**config.mk**
```make
export PLATFORM = sky130hd
export DESIGN_NAME = mbox_hub
export DESIGN_NICKNAME = d
export VERILOG_FILES = /design/src/rtl/mbox_pkg.sv /design/src/rtl/mbox_decode.sv /design/src/rtl/mbox_queue.sv /design/src/rtl/mbox_user_irq.sv /design/src/rtl/mbox_hub.sv
export SDC_FILE = /design/constraint.sdc
export NUM_CORES = 1
export LEC_CHECK = 0
export CAP_MARGIN = 20
export CORE_MARGIN = 5
export CORE_UTILIZATION = 35
export CTS_CLUSTER_DIAMETER = 30
export DETAILED_ROUTE_END_ITERATION = 8
export HOLD_SLACK_MARGIN = 0.15
export RECOVER_POWER = 100
export SETUP_SLACK_MARGIN = 0.4
export SYNTH_ARGS = -nofsm -noshare
export SYNTH_HDL_FRONTEND = slang
export SYNTH_SLANG_ARGS = --single-unit
```
**constraint.sdc**
```tcl
create_clock -name clk_i -period 3.2 [get_ports clk_i]
set_input_delay 0.64 -clock clk_i [delete_from_list [all_inputs] [get_ports clk_i]]
set_output_delay 0.64 -clock clk_i [all_outputs]
set_load 0.01 [all_outputs]
```
**src/rtl/mbox_pkg.sv**
```systemverilog
package mbox_pkg;
  localparam int unsigned OFS_REV = 'h000;
  localparam int unsigned OFS_CFG = 'h010;
  localparam int unsigned OFS_SYS = 'h014;
  localparam int unsigned OFS_MSG = 'h040;
  localparam int unsigned OFS_FST = 'h080;
  localparam int unsigned OFS_MST = 'h0C0;
  localparam int unsigned OFS_USR = 'h100;
  localparam int unsigned USR_STRIDE = 8;
  localparam int unsigned CFG_AUTO_BIT  = 0;
  localparam int unsigned CFG_SMART_BIT = 4;
endpackage

```
**src/rtl/mbox_decode.sv**
```systemverilog
module mbox_decode import mbox_pkg::*; #(
  parameter int unsigned NQ = 6,
  parameter int unsigned NU = 4,
  parameter int unsigned AW = 9
) (
  input  logic [AW-1:0] addr_i,
  output logic          hit_rev_o,
  output logic          hit_cfg_o,
  output logic          hit_sys_o,
  output logic [NQ-1:0] msg_sel_o,
  output logic [NQ-1:0] fst_sel_o,
  output logic [NQ-1:0] mst_sel_o,
  output logic [NU-1:0] sts_sel_o,
  output logic [NU-1:0] ena_sel_o
);
  assign hit_rev_o = (addr_i == AW'(OFS_REV));
  assign hit_cfg_o = (addr_i == AW'(OFS_CFG));
  assign hit_sys_o = (addr_i == AW'(OFS_SYS));

  for (genvar q = 0; q < NQ; q++) begin : g_q
    assign msg_sel_o[q] = (addr_i == AW'(OFS_MSG + 4 * q));
    assign fst_sel_o[q] = (addr_i == AW'(OFS_FST + 4 * q));
    assign mst_sel_o[q] = (addr_i == AW'(OFS_MST + 4 * q));
  end

  for (genvar u = 0; u < NU; u++) begin : g_u
    assign sts_sel_o[u] = (addr_i == AW'(OFS_USR + USR_STRIDE * u));
    assign ena_sel_o[u] = (addr_i == AW'(OFS_USR + USR_STRIDE * u + 4));
  end
endmodule

```
**src/rtl/mbox_queue.sv**
```systemverilog
module mbox_queue #(
  parameter int unsigned DW    = 32,
  parameter int unsigned DEPTH = 4,
  localparam int unsigned PW   = (DEPTH > 1) ? $clog2(DEPTH) : 1,
  localparam int unsigned CW   = $clog2(DEPTH + 1)
) (
  input  logic          clk_i,
  input  logic          rst_ni,
  input  logic          push_i,
  input  logic          pop_i,
  input  logic [DW-1:0] data_i,
  output logic [DW-1:0] head_o,
  output logic [CW-1:0] count_o,
  output logic          full_o,
  output logic          pushed_o,
  output logic          popped_o
);
  logic [DW-1:0] mem_q [DEPTH];
  logic [PW-1:0] wptr_q, rptr_q;
  logic [CW-1:0] cnt_q;

  function automatic logic [PW-1:0] bump(logic [PW-1:0] p);
    return (p == PW'(DEPTH - 1)) ? '0 : p + PW'(1);
  endfunction

  assign full_o   = (cnt_q == CW'(DEPTH));
  assign pushed_o = push_i && !full_o;
  assign popped_o = pop_i && (cnt_q != '0);
  assign count_o  = cnt_q;
  assign head_o   = (cnt_q != '0) ? mem_q[rptr_q] : '0;

  always_ff @(posedge clk_i or negedge rst_ni) begin
    if (!rst_ni) begin
      wptr_q <= '0;
      rptr_q <= '0;
      cnt_q  <= '0;
    end else begin
      if (pushed_o) wptr_q <= bump(wptr_q);
      if (popped_o) rptr_q <= bump(rptr_q);
      cnt_q <= cnt_q + CW'(pushed_o) - CW'(popped_o);
    end
  end

  for (genvar i = 0; i < DEPTH; i++) begin : g_slot
    always_ff @(posedge clk_i or negedge rst_ni) begin
      if (!rst_ni) mem_q[i] <= '0;
      else if (pushed_o && wptr_q == PW'(i)) mem_q[i] <= data_i;
    end
  end
endmodule

```
**src/rtl/mbox_user_irq.sv**
```systemverilog
module mbox_user_irq #(
  parameter int unsigned EW = 12
) (
  input  logic          clk_i,
  input  logic          rst_ni,
  input  logic [EW-1:0] set_i,
  input  logic          clr_we_i,
  input  logic          en_we_i,
  input  logic [EW-1:0] wdata_i,
  output logic [EW-1:0] status_o,
  output logic [EW-1:0] enable_o,
  output logic          irq_o
);
  logic [EW-1:0] st_q, en_q, clr_mask;

  assign clr_mask = clr_we_i ? wdata_i : '0;

  always_ff @(posedge clk_i or negedge rst_ni) begin
    if (!rst_ni) begin
      st_q <= '0;
      en_q <= '0;
    end else begin
      // new events win over a simultaneous clear
      st_q <= (st_q & ~clr_mask) | set_i;
      if (en_we_i) en_q <= wdata_i;
    end
  end

  assign status_o = st_q;
  assign enable_o = en_q;
  assign irq_o    = |(st_q & en_q);
endmodule

```
**src/rtl/mbox_hub.sv**
```systemverilog
module mbox_hub import mbox_pkg::*; #(
  parameter int unsigned NQ     = 6,
  parameter int unsigned NU     = 4,
  parameter int unsigned DEPTH  = 4,
  parameter int unsigned DW     = 32,
  parameter int unsigned AW     = 9,
  parameter logic [31:0] REV_ID = 32'h0002_0107,
  localparam int unsigned EW    = 2 * NQ,
  localparam int unsigned CW    = $clog2(DEPTH + 1)
) (
  input  logic          clk_i,
  input  logic          rst_ni,
  input  logic          req_i,
  input  logic          we_i,
  input  logic [AW-1:0] addr_i,
  input  logic [DW-1:0] wdata_i,
  output logic [DW-1:0] rdata_o,
  output logic [NU-1:0] irq_o
);
  logic          hit_rev, hit_cfg, hit_sys;
  logic [NQ-1:0] msg_sel, fst_sel, mst_sel;
  logic [NU-1:0] sts_sel, ena_sel;
  logic          wr, rd;

  logic [NQ*DW-1:0] head_flat;
  logic [NQ*CW-1:0] q_cnt_flat;
  logic [NQ-1:0]    q_full, q_pushed, q_popped;
  logic [EW-1:0]    evt_set;
  logic [NU*EW-1:0] st_flat, en_flat;
  logic             cfg_auto_q, cfg_smart_q;
  logic             unused_wdata;

  assign wr = req_i && we_i;
  assign rd = req_i && !we_i;
  assign unused_wdata = ^wdata_i[DW-1:EW];

  mbox_decode #(.NQ(NQ), .NU(NU), .AW(AW)) i_decode (
    .addr_i   (addr_i),
    .hit_rev_o(hit_rev),
    .hit_cfg_o(hit_cfg),
    .hit_sys_o(hit_sys),
    .msg_sel_o(msg_sel),
    .fst_sel_o(fst_sel),
    .mst_sel_o(mst_sel),
    .sts_sel_o(sts_sel),
    .ena_sel_o(ena_sel)
  );

  for (genvar q = 0; q < NQ; q++) begin : g_queue
    mbox_queue #(.DW(DW), .DEPTH(DEPTH)) i_queue (
      .clk_i   (clk_i),
      .rst_ni  (rst_ni),
      .push_i  (wr && msg_sel[q]),
      .pop_i   (rd && msg_sel[q]),
      .data_i  (wdata_i),
      .head_o  (head_flat[q*DW +: DW]),
      .count_o (q_cnt_flat[q*CW +: CW]),
      .full_o  (q_full[q]),
      .pushed_o(q_pushed[q]),
      .popped_o(q_popped[q])
    );
    assign evt_set[2*q]   = q_pushed[q];
    assign evt_set[2*q+1] = q_popped[q];
  end

  for (genvar u = 0; u < NU; u++) begin : g_user
    mbox_user_irq #(.EW(EW)) i_user (
      .clk_i   (clk_i),
      .rst_ni  (rst_ni),
      .set_i   (evt_set),
      .clr_we_i(wr && sts_sel[u]),
      .en_we_i (wr && ena_sel[u]),
      .wdata_i (wdata_i[EW-1:0]),
      .status_o(st_flat[u*EW +: EW]),
      .enable_o(en_flat[u*EW +: EW]),
      .irq_o   (irq_o[u])
    );
  end

  always_ff @(posedge clk_i or negedge rst_ni) begin
    if (!rst_ni) begin
      cfg_auto_q  <= 1'b0;
      cfg_smart_q <= 1'b0;
    end else if (wr && hit_cfg) begin
      cfg_auto_q  <= wdata_i[CFG_AUTO_BIT];
      cfg_smart_q <= wdata_i[CFG_SMART_BIT];
    end
  end

  always_comb begin
    rdata_o = '0;
    if (hit_rev) rdata_o = REV_ID;
    if (hit_cfg) begin
      rdata_o[CFG_AUTO_BIT]  = cfg_auto_q;
      rdata_o[CFG_SMART_BIT] = cfg_smart_q;
    end
    if (hit_sys) rdata_o = DW'(1);
    for (int q = 0; q < NQ; q++) begin
      if (msg_sel[q]) rdata_o = head_flat[q*DW +: DW];
      if (fst_sel[q]) rdata_o = DW'(q_full[q]);
      if (mst_sel[q]) rdata_o = DW'(q_cnt_flat[q*CW +: CW]);
    end
    for (int u = 0; u < NU; u++) begin
      if (sts_sel[u]) rdata_o = DW'(st_flat[u*EW +: EW]);
      if (ena_sel[u]) rdata_o = DW'(en_flat[u*EW +: EW]);
    end
  end
endmodule

```
# Word level (Yosys, flattened, before mapping)
# Cells that the tools add are included.
# classes
addsub,24
mul,0
n_div,0
n_lt_le_gt_ge,6
eq_ne,58
shift,0
mux,70
bitwise,22
n_reduce_logical,83
# ops
op,count
$mux W32,45
$bmux W32 S2,6
$eq A9 B8 Y1 const B,12
$and A12 B12 Y12,8
$eq A9 B9 Y1 const B,8
$logic_and A1 B1 Y1,59
$eq A9 B7 Y1 const B,6
$mux W12,4
$not A12 Y12,4
$or A12 B12 Y12,4
$reduce_or A12 Y1,4
$eq A2 B2 Y1 const B,18
$add A2 B1 Y2 const B,12
$mux W2,12
$add A3 B1 Y3,6
$eq A3 B3 Y1 const B,6
$eq A9 B5 Y1 const B,2
$ge A3 B3 Y1 const B,6
$mux W18,1
$not A2 Y3,6
$reduce_bool A3 Y1,6
$sub A3 B1 Y3,6
$eq A2 B1 Y1 const B,6
$logic_not A2 Y1,6
3 further kinds,10
# totals
ff_bits,908
latch_bits,0
ram_bits,0
rom_bits,0
wordCells,315
memories,0

# Longest topological paths before layout
# Gate-level depths: netlist of the first run.
# depth
ltp_word,31
ltp_mapped,13

# Cells and area by module
# From an unflattened synthesis of the first run, not the netlist that was laid out.
# hier_totals
cells_unflattened,3177
area_unflattened_um2,44890.6
# modules_own_cells
module,instances,cells_per_inst,area_each_um2,seq_area_each_um2
mbox_queue,6,384,6211.0,3378.2
mbox_user_irq,4,69,964.7,600.6
mbox_hub,1,552,3478.3,50.0
mbox_decode,1,45,287.8,0.0

# Worst setup path before layout of the first run
# OpenSTA, ideal clock, no wires.
# synth_path
path_type,input-to-reg
start,input addr_i[6]
end,register g_queue[4].i_queue.cnt_q[2]
setup_ps,126
t_arrival_ps,3091
t_required_ps,3074
setup_slack_ps,-17
stages,13
path_buffers,2
cell_sequence,buf_4 > or3b_1 > buf_2 > nor3_4 > nand2_1 > nor2_1 > ha_1 > inv_1 > ha_1 > inv_1 > fa_1 > xnor2_1 > xnor2_1
# synth_between
word_cells_on_any_way,7
# synth_rtl
item,line,source
start: declaration,mbox_hub.sv:15,"input logic [AW-1:0] addr_i,"
$eq A9 B7 Y1,mbox_decode.sv:21,assign msg_sel_o[q] = (addr_i == AW'(OFS_MSG + 4 * q));
$logic_and A1 B1 Y1,mbox_hub.sv:54,".pop_i (rd && msg_sel[q]),"
$logic_and A1 B1 Y1,mbox_queue.sv:28,assign popped_o = pop_i && (cnt_q != '0);
net g_queue[4].i_queue.popped_o,mbox_queue.sv:16,output logic popped_o
$sub A3 B1 Y3,mbox_queue.sv:40,cnt_q <= cnt_q + CW'(pushed_o) - CW'(popped_o);
end signal: assignment,mbox_queue.sv:40,
end: declaration,mbox_queue.sv:20,logic [CW-1:0] cnt_q;
# The timed path passes the listed nets, and every way through them passes these cells.
# A chain may end at the register's enable or synchronous reset.

# Worst setup path in the final report of the first run
# layout_path
start,input addr_i[0]
end,output rdata_o[4]
# layout_between
elab_chain_cells,29
word_cells_on_any_way,56
# layout_rtl
item,line,source
$eq A9 B5 Y1,mbox_decode.sv:17,assign hit_cfg_o = (addr_i == AW'(OFS_CFG));
$mux W1,mbox_hub.sv:93,if (hit_cfg) begin
$mux W32,mbox_hub.sv:97,if (hit_sys) rdata_o = DW'(1);
$mux W32,mbox_hub.sv:99,if (msg_sel[q]) rdata_o = head_flat[q*DW +: DW];
$mux W32,mbox_hub.sv:100,if (fst_sel[q]) rdata_o = DW'(q_full[q]);
$mux W32,mbox_hub.sv:101,if (mst_sel[q]) rdata_o = DW'(q_cnt_flat[q*CW +: CW]);
$mux W32,mbox_hub.sv:99,
$mux W32,mbox_hub.sv:100,
[13 not listed],n/a,
$mux W32,mbox_hub.sv:104,if (sts_sel[u]) rdata_o = DW'(st_flat[u*EW +: EW]);
$mux W32,mbox_hub.sv:105,if (ena_sel[u]) rdata_o = DW'(en_flat[u*EW +: EW]);
$mux W32,mbox_hub.sv:104,
$mux W32,mbox_hub.sv:105,
$mux W32,mbox_hub.sv:104,
$mux W32,mbox_hub.sv:105,
$mux W32,mbox_hub.sv:104,
$mux W32 (*),mbox_hub.sv:105,
end: declaration,mbox_hub.sv:17,"output logic [DW-1:0] rdata_o,"
# Mark *: on every way between the ends. The rest lies on a longest branch, timed or not.

==> results of run 1 <==
cell families after synthesis:
| logic type | after synthesis | synth area share (%) |
|---|---|---|
| DFF | 908 | 53.9 |
| muxes | 1021 | 32.4 |
| buffers and inverters | 300 | 2.99 |
| xor gates and xnor gates | 13 | 0.270 |
| adders and majority gates | 48 | 1.53 |
| and+or+nand+nor | 355 | 4.36 |
| AOI/OAI and AO/OA | 263 | 4.54 |
worst max-delay path, delay by kind of cell:
family | cells | cell delay (ps)
AND/OR/NAND/NOR | 3 | 860
AO/OA/AOI/OAI | 2 | 400
buffers and inverters | 6 | 1190
metrics by stage:
| step | hold WS [ps] | power, mW |
|---|---|---|
| 2_1_floorplan | 344 | 12.3 |
| 3_3_place_gp | 471 | 13.0 |
| 3_5_place_dp | 480 | 13.0 |
| 4_1_cts | 424 | 31.4 |
| 5_1_grt | 502 | 32.1 |
| 6_report | 495 | 31.0 |
placed cells by master (no fill, tap or decap), drive strengths merged, types with 34 or more instances in the layout:
| cell | instances |
|---|---|
| dfrtp | 908 |
| mux2 | 828 |
| buf | 367 |
| clkbuf | 294 |
| mux4 | 192 |
| nand2 | 169 |
| a22oi | 63 |
| inv | 63 |
| a21o | 45 |
| ha | 42 |
| nand4 | 39 |
| a21oi | 36 |
| clkinv | 35 |
| clkdlybuf4s50 | 34 |
| nor2 | 34 |
flip-flops by register name, summed over array words and instances, names as in the netlist:
register	flops
g_queue.i_queue.rptr_q	12
cfg_auto_q	1
cfg_smart_q	1
g_user.i_user.enable_o	48
g_queue.i_queue.count_o	18
g_user.i_user.status_o	48
g_queue.i_queue.mem_q	768
g_queue.i_queue.wptr_q	12
how the worst max path moves through the flow:
| stage | end | from | slack, ps | depth (start not counted) |
|---|---|---|---|---|
| finish | rdata_o[4] | addr_i[0] | -540 | 11 |
| detailed placement | rdata_o[8] | addr_i[1] | -1140 | 11 |
| floorplan | g_queue[4].i_queue.count_o[2]$_DFF_PN0_ | addr_i[1] | 180 | 12 |
| global route | rdata_o[2] | g_queue[1].i_queue.rptr_q[0]$_DFFE_PN0P_ | -600 | 10 |
| CTS | rdata_o[2] | g_queue[1].i_queue.rptr_q[0]$_DFFE_PN0P_ | -550 | 10 |
| global placement | rdata_o[8] | addr_i[1] | -1200 | 11 |
power breakdown:
part / total (mW) / switching (mW) / internal [mW]
logic: 1.20 / 0.729 / 0.467
clock network: 18.2 / 6.29 / 11.9
registers: 11.7 / 0.0776 / 11.6
total: 31.0 / 7.09 / 24.0
cell usage after synthesis (5+ instances only):
master and n:
dfrtp_1 908, mux2_2 825, mux4_2 192, nand2_1 163, clkbuf_1 139, a22oi_1 63, buf_1 62, a21o_1 45
buf_2 42, ha_1 42, inv_1 41, nand4_1 39, a21oi_1 36, nor2_1 34, o21ai_0 25, nand3_1 23
a221oi_1 18, a22o_1 15, o22ai_1 13, xnor2_1 13, nor3_1 11, buf_4 10, and3_1 9, nand2b_1 9
a221o_1 8, and4_1 8, a211oi_1 7, or3_1 7, buf_6 6, fa_1 6, o2bb2ai_1 6, a211o_1 5
nand2_2 5, nor2b_1 5
area by class of cell:
class	instances	area, sq um	area share (%)
sequential	908	22700	41.8
inverter	41	155	0.285
tap	1612	2020	3.70
antenna	1	2.50	0.00459
clock buffer	201	4460	8.18
clock inverter	99	1380	2.54
multi-input combinational	1700	18800	34.5
timing repair buffer	502	4910	9.01
layer usage:
| metal | vias to the layer above | GRT usage [%] |
|---|---|---|
| met5 | - | 0 |
| met4 | 0 | 6.98 |
| met3 | 219 | 4.24 |
| met2 | 763 | 30.1 |
| met1 | 14500 | 28.5 |
| li1 | 11700 | - |
repair_timing:
action	CTS	global route
pin swaps	90	62
hold buffers	1	0
endpoints found under the setup margin	45	43
endpoints found under the hold margin	40	0
resized for setup	321	64
gates cloned	9	2
buffers inserted	49	35
==> run metrics, run 1 <==
status finished, violations left; failing checks negative setup slack; Clock Pin Slew Worst Setup and Hold Paths 40 ps; Least-Margin Pin Slew between 1000 and 1500 ps; startpoint types primary input; Hold Path Depth 1; Hold Path Class flop to flop; WP data required between 2000 and 3000 ps; fraction of registers with async set/reset between 90% and 100%; worst-path fanout max 12; via count about 27000; Antenna Nets Post-Route 0; max cap viols 0; Mapped Nets ~3000; layout overhead on the synthesized area 29.2%; met2 WL post-DR roughly 57 mm; largest net degree at the start of global routing 95; Overall Global Routing Usage between 15 and 20%; Initial Utilization between 30% and 40%; chip width 357 um; total gr overflow 0; Reg2Reg Depth 13; final hold viol count 0; CP endpoint kind output port; layout cells sized above 1 between 50% and 60%; # setup viols final 151; number of global-route vias before repair roughly 29000; Most common cell on crit path clkbuf_1; HP Start g_queue[3].i_queue.mem_q[4]$_DFFE_PN0P_; cts bufs inserted 165; fin nets about 3400; DPL Wire Length approximately 82 mm; Final Critical Period around 3700 ps; Worst Hold Endpoint g_queue[3].i_queue.mem_q[4]$_DFFE_PN0P_; TritonRoute pass-1 iters 5; Post-Layout Inst Area about 54000 sq um; Max Slew Vio Count 0; worst slack at placement -1140 ps; largest cells by area after synthesis dfrtp_1 54%, mux2_2 22%, mux4_2 10%, nand2_1 1.5%, ha_1 1.2%; Avg Vias per Cell about 5.4; crit-path cells dlygate4sd2_1 > buf_12 > nor4b_4 > clkbuf_1 > and4_1 > buf_16 > clkbuf_1 > a221oi_2 > and3_1 > a211oi_2 > buf_2; R2R setup slack between 150 and 200 ps; Setup CP Type primary input to output port; Slew Limit Headroom ~6.3%; post-synthesis cell type with the largest combined area dfrtp_1; RSZ-0062 raised after global routing true; CTS tree done; routed length per instance 24.8 um; fill count about 11000; DRT iter0 DRCs 2145; met3 wire length between 7 and 8 mm; WP data arrival around 3100 ps; TritonCTS Sinks a little over 900; DRC Markers 0; mean area per synthesized cell roughly 14 sq um; final core utilization 45.5%; sequential area share after synthesis a little over half; #FFs+latches synth approximately 900; Syn Std Cell Area approximately 42000 sq um; Metal-1 WL approximately 57 mm; Post-synth EDFFs 0; placed instance area ~48000 sq um; WL final between 100 and 150 mm; max incr delay on CP ~420 ps; Post-Route Setup TNS -15440 ps; Die ar. 127000 sq um; Setup Skew between 40 and 50 ps; Core ar. roughly 120000 sq um; Fmax achieved 267 MHz; post-synth top area share approximately 54%; Final Cycle Share 117%; final worst setup slack -540 ps; Yosys cell types 70; Worst R2R Start g_queue[5].i_queue.count_o[2]$_DFF_PN0_; ys flop type dfrtp_1; initial antenna violation count 1; Clock Tree Root clkbuf_16; site row count ~130; Chip Height between 300 and 400 um; H-tree Lvls 4; GPL Wtd Cong slightly above 0.9; leakage power between 20 and 30 nW; placed insts 4667; RR Endpoint g_queue[5].i_queue.count_o[2]$_DFF_PN0_; first-pass GRT wire length around 190 mm; Top Layer Used met4; worst skew pair latency 770 ps; Max VDD drop approximately 590 uV; IO Pins between 80 and 90; Synth Warn # 0; pwr/cell area roughly 570 nW/um^2; Gate Count Post-Synth just under 3000; clk buf depth 3; port bufs 80; Non-Filler Instances between 5000 and 6000; CP max stage cell and4_1
No activity file was read; power rests on OpenSTA's default activity.
==> inputs of run 2 (changes only) <==
- GPL_ROUTABILITY_DRIVEN: not set -> 0
- PLACE_DENSITY: not set -> 0.62
==> run metrics, run 2 (synthesis gave the netlist of run 1 again) <==
DPL Wire Length 81.7 mm (was 82.2 mm); status finished, violations left (unchanged); cts bufs inserted 180 (was 165); H-tree Lvls 4 (unchanged); Worst Hold Endpoint g_queue[2].i_queue.mem_q[50]$_DFFE_PN0P_ (was g_queue[3].i_queue.mem_q[4]$_DFFE_PN0P_); Final Critical Period 3690 ps (was 3740 ps); final worst setup slack -491 ps (was -540 ps); routed length per instance 24.5 um (was 24.8 um); commonest non-fill, non-tap cell in the layout dfrtp_1 (unchanged); number of global-route vias before repair 29300 (was 28600); WP data required 2560 ps (about the same); IO Pins 81 (unchanged); Hold Path Class flop to flop (unchanged); # diodes 0 (was 1); Least-Margin Pin Slew 1410 ps (about the same); Antenna Nets Post-Route 0 (unchanged); Non-Filler Instances 5099 (was 5064); total chip power 32.6 mW (was 31.0 mW); Initial Utilization 35.2% (unchanged); chip width 357 um (unchanged); Setup CP Type primary input to output port (unchanged); total gr overflow 0 (unchanged); leakage power 26.8 nW (was 26.3 nW); Max VDD drop 544 uV (was 588 uV); worst skew pair latency 780 ps (was 770 ps); port bufs 80 (unchanged); max FFs per register 768 (unchanged); site row count 127 (unchanged); Overall Global Routing Usage 19.8% (was 19.9%); layout cells sized above 1 55.4% (was 54.2%); fin nets 3431 (was 3411); DRC Markers 0 (unchanged); startpoint types primary input (unchanged); HP Start g_queue[2].i_queue.mem_q[50]$_DFFE_PN0P_ (was g_queue[3].i_queue.mem_q[4]$_DFFE_PN0P_); failing checks negative setup slack (unchanged); Final Cycle Share 115% (was 117%); final hold viol count 0 (unchanged); Core ar. 120000 sq um (unchanged); Setup Skew 35.7 ps (was 49.7 ps); pwr/cell area 589 nW/um^2 (was 570 nW/um^2); DRT iter0 DRCs 2049 (was 2145); Clock Pin Slew Worst Setup and Hold Paths 50 ps (was 40 ps); via count 27500 (was 27200); Worst R2R Start g_queue[3].i_queue.count_o[2]$_DFF_PN0_ (was g_queue[5].i_queue.count_o[2]$_DFF_PN0_); R2R setup slack 340 ps (was 160 ps); largest net degree at the start of global routing 116 (was 95); max cap viols 0 (unchanged); worst-path fanout max 10 (was 12); Clock Tree Root clkbuf_16 (unchanged); Die ar. 127000 sq um (unchanged); clk buf depth 3 (unchanged); most flop-heavy register g_queue.i_queue.mem_q (unchanged); layout overhead on the synthesized area 31.4% (was 29.2%); Reg2Reg Depth 8 (was 13); Max Slew Vio Count 0 (unchanged); # setup viols final 656 (was 151); Chip Height 357 um (unchanged); Avg Vias per Cell 5.39 (was 5.38); TritonRoute pass-1 iters 5 (unchanged); WL final 125 mm (about the same); Slew Limit Headroom 6.29% (was 6.31%); RSZ-0062 raised after global routing true (unchanged); initial antenna violation count 2 (was 1); WP data arrival 3050 ps (was 3100 ps); placed insts 4672 (was 4667); RR Endpoint g_queue[3].i_queue.mem_q[85]$_DFFE_PN0P_ (was g_queue[5].i_queue.count_o[2]$_DFF_PN0_); Hold Path Depth 1 (unchanged); TritonCTS Sinks 908 (unchanged); CTS tree done (unchanged); first-pass GRT wire length 190 mm (about the same); CP endpoint kind output port (unchanged); most frequent cells in the layout 896 x dfrtp_1, 825 x mux2_2, 223 x buf_4, 192 x mux4_2, 183 x clkbuf_16 (was 894 x dfrtp_1, 825 x mux2_2, 201 x buf_4, 192 x mux4_2, 168 x clkbuf_16); Fmax achieved 271 MHz (was 267 MHz)
-- run 2: changes by cell type in the layout (fill, tap and decap cells not counted), sizes merged --
cell and change:
buf +26, bufinv +3, clkbuf +5, clkinv +18
clkinvlp -5, diode -1, dlygate4sd2 +3, dlymetal6s2s -1
inv -13
-- run 2: critical path, cell delays in order --
cell and delay, ps:
dlygate4sd2_1 260, clkbuf_1 290, nor4_4 100, buf_4 170, buf_4 180, clkbuf_1 120, nand3_1 100, clkbuf_1 150
nor2_1 50, nor4_1 450, o21ai_0 240, nor2_4 170, buf_6 110
-- run 2: final cells by class --
class	count	area (sq um)
multi-input cells	1700	18900
clock buffers	229	5020
fillers	10600	64400
inverters	41	156
clock inverters	102	1510
repair buffers	507	5060
flip-flops and latches	908	22700
well taps	1612	2020
-- run 2: timing repair --
action | 4_1_cts | 5_1_grt
endpoints found under the hold margin | 29 | 0
gates cloned | 9 | 1
pin swaps | 101 | 64
setup endpoints to repair | 98 | 39
buffers inserted | 66 | 19
gates resized for setup | 330 | 44
hold buffers | 1 | 0
-- run 2: power breakdown --
part,internal (mW),total [mW],switching [mW]
combinational,0.456,1.18,0.722
sequential,11.6,11.7,0.0784
clock,13.2,19.8,6.52
-- run 2: through the flow --
| step | worst slack, ps | TNS (ps) | util, % | instance area, sq um | hold slack [ps] |
|---|---|---|---|---|---|
| floorplan | 178 | 0 | - | 42500 | 344 |
| global placement | -1020 | -244960 | 39.7 | 47600 | 472 |
| detailed placement | -1060 | -266400 | 39.7 | 47600 | 479 |
| CTS | -489 | -10430 | 46.3 | 55500 | 403 |
| global route | -563 | -154610 | 46.2 | 55400 | 496 |
| finish | -491 | -68590 | 46.2 | 55400 | 491 |
-- run 2: metal layers --
metal	wire length, um	GRT usage [%]
met1	55600	27.4
met2	57400	30.4
met3	8210	5.31
met4	3400	6.46
met5	32	0
-- run 2: worst max path at each step --
stage	cells past startpoint	slack, ps	from	to
2_1_floorplan	12	180	addr_i[1]	g_queue[4].i_queue.count_o[2]$_DFF_PN0_
3_3_place_gp	10	-1020	addr_i[1]	rdata_o[0]
3_5_place_dp	9	-1060	addr_i[2]	rdata_o[0]
4_1_cts	9	-490	g_queue[1].i_queue.rptr_q[0]$_DFFE_PN0P_	rdata_o[1]
5_1_grt	9	-560	g_queue[1].i_queue.rptr_q[0]$_DFFE_PN0P_	rdata_o[1]
6_report	13	-490	addr_i[3]	rdata_o[1]
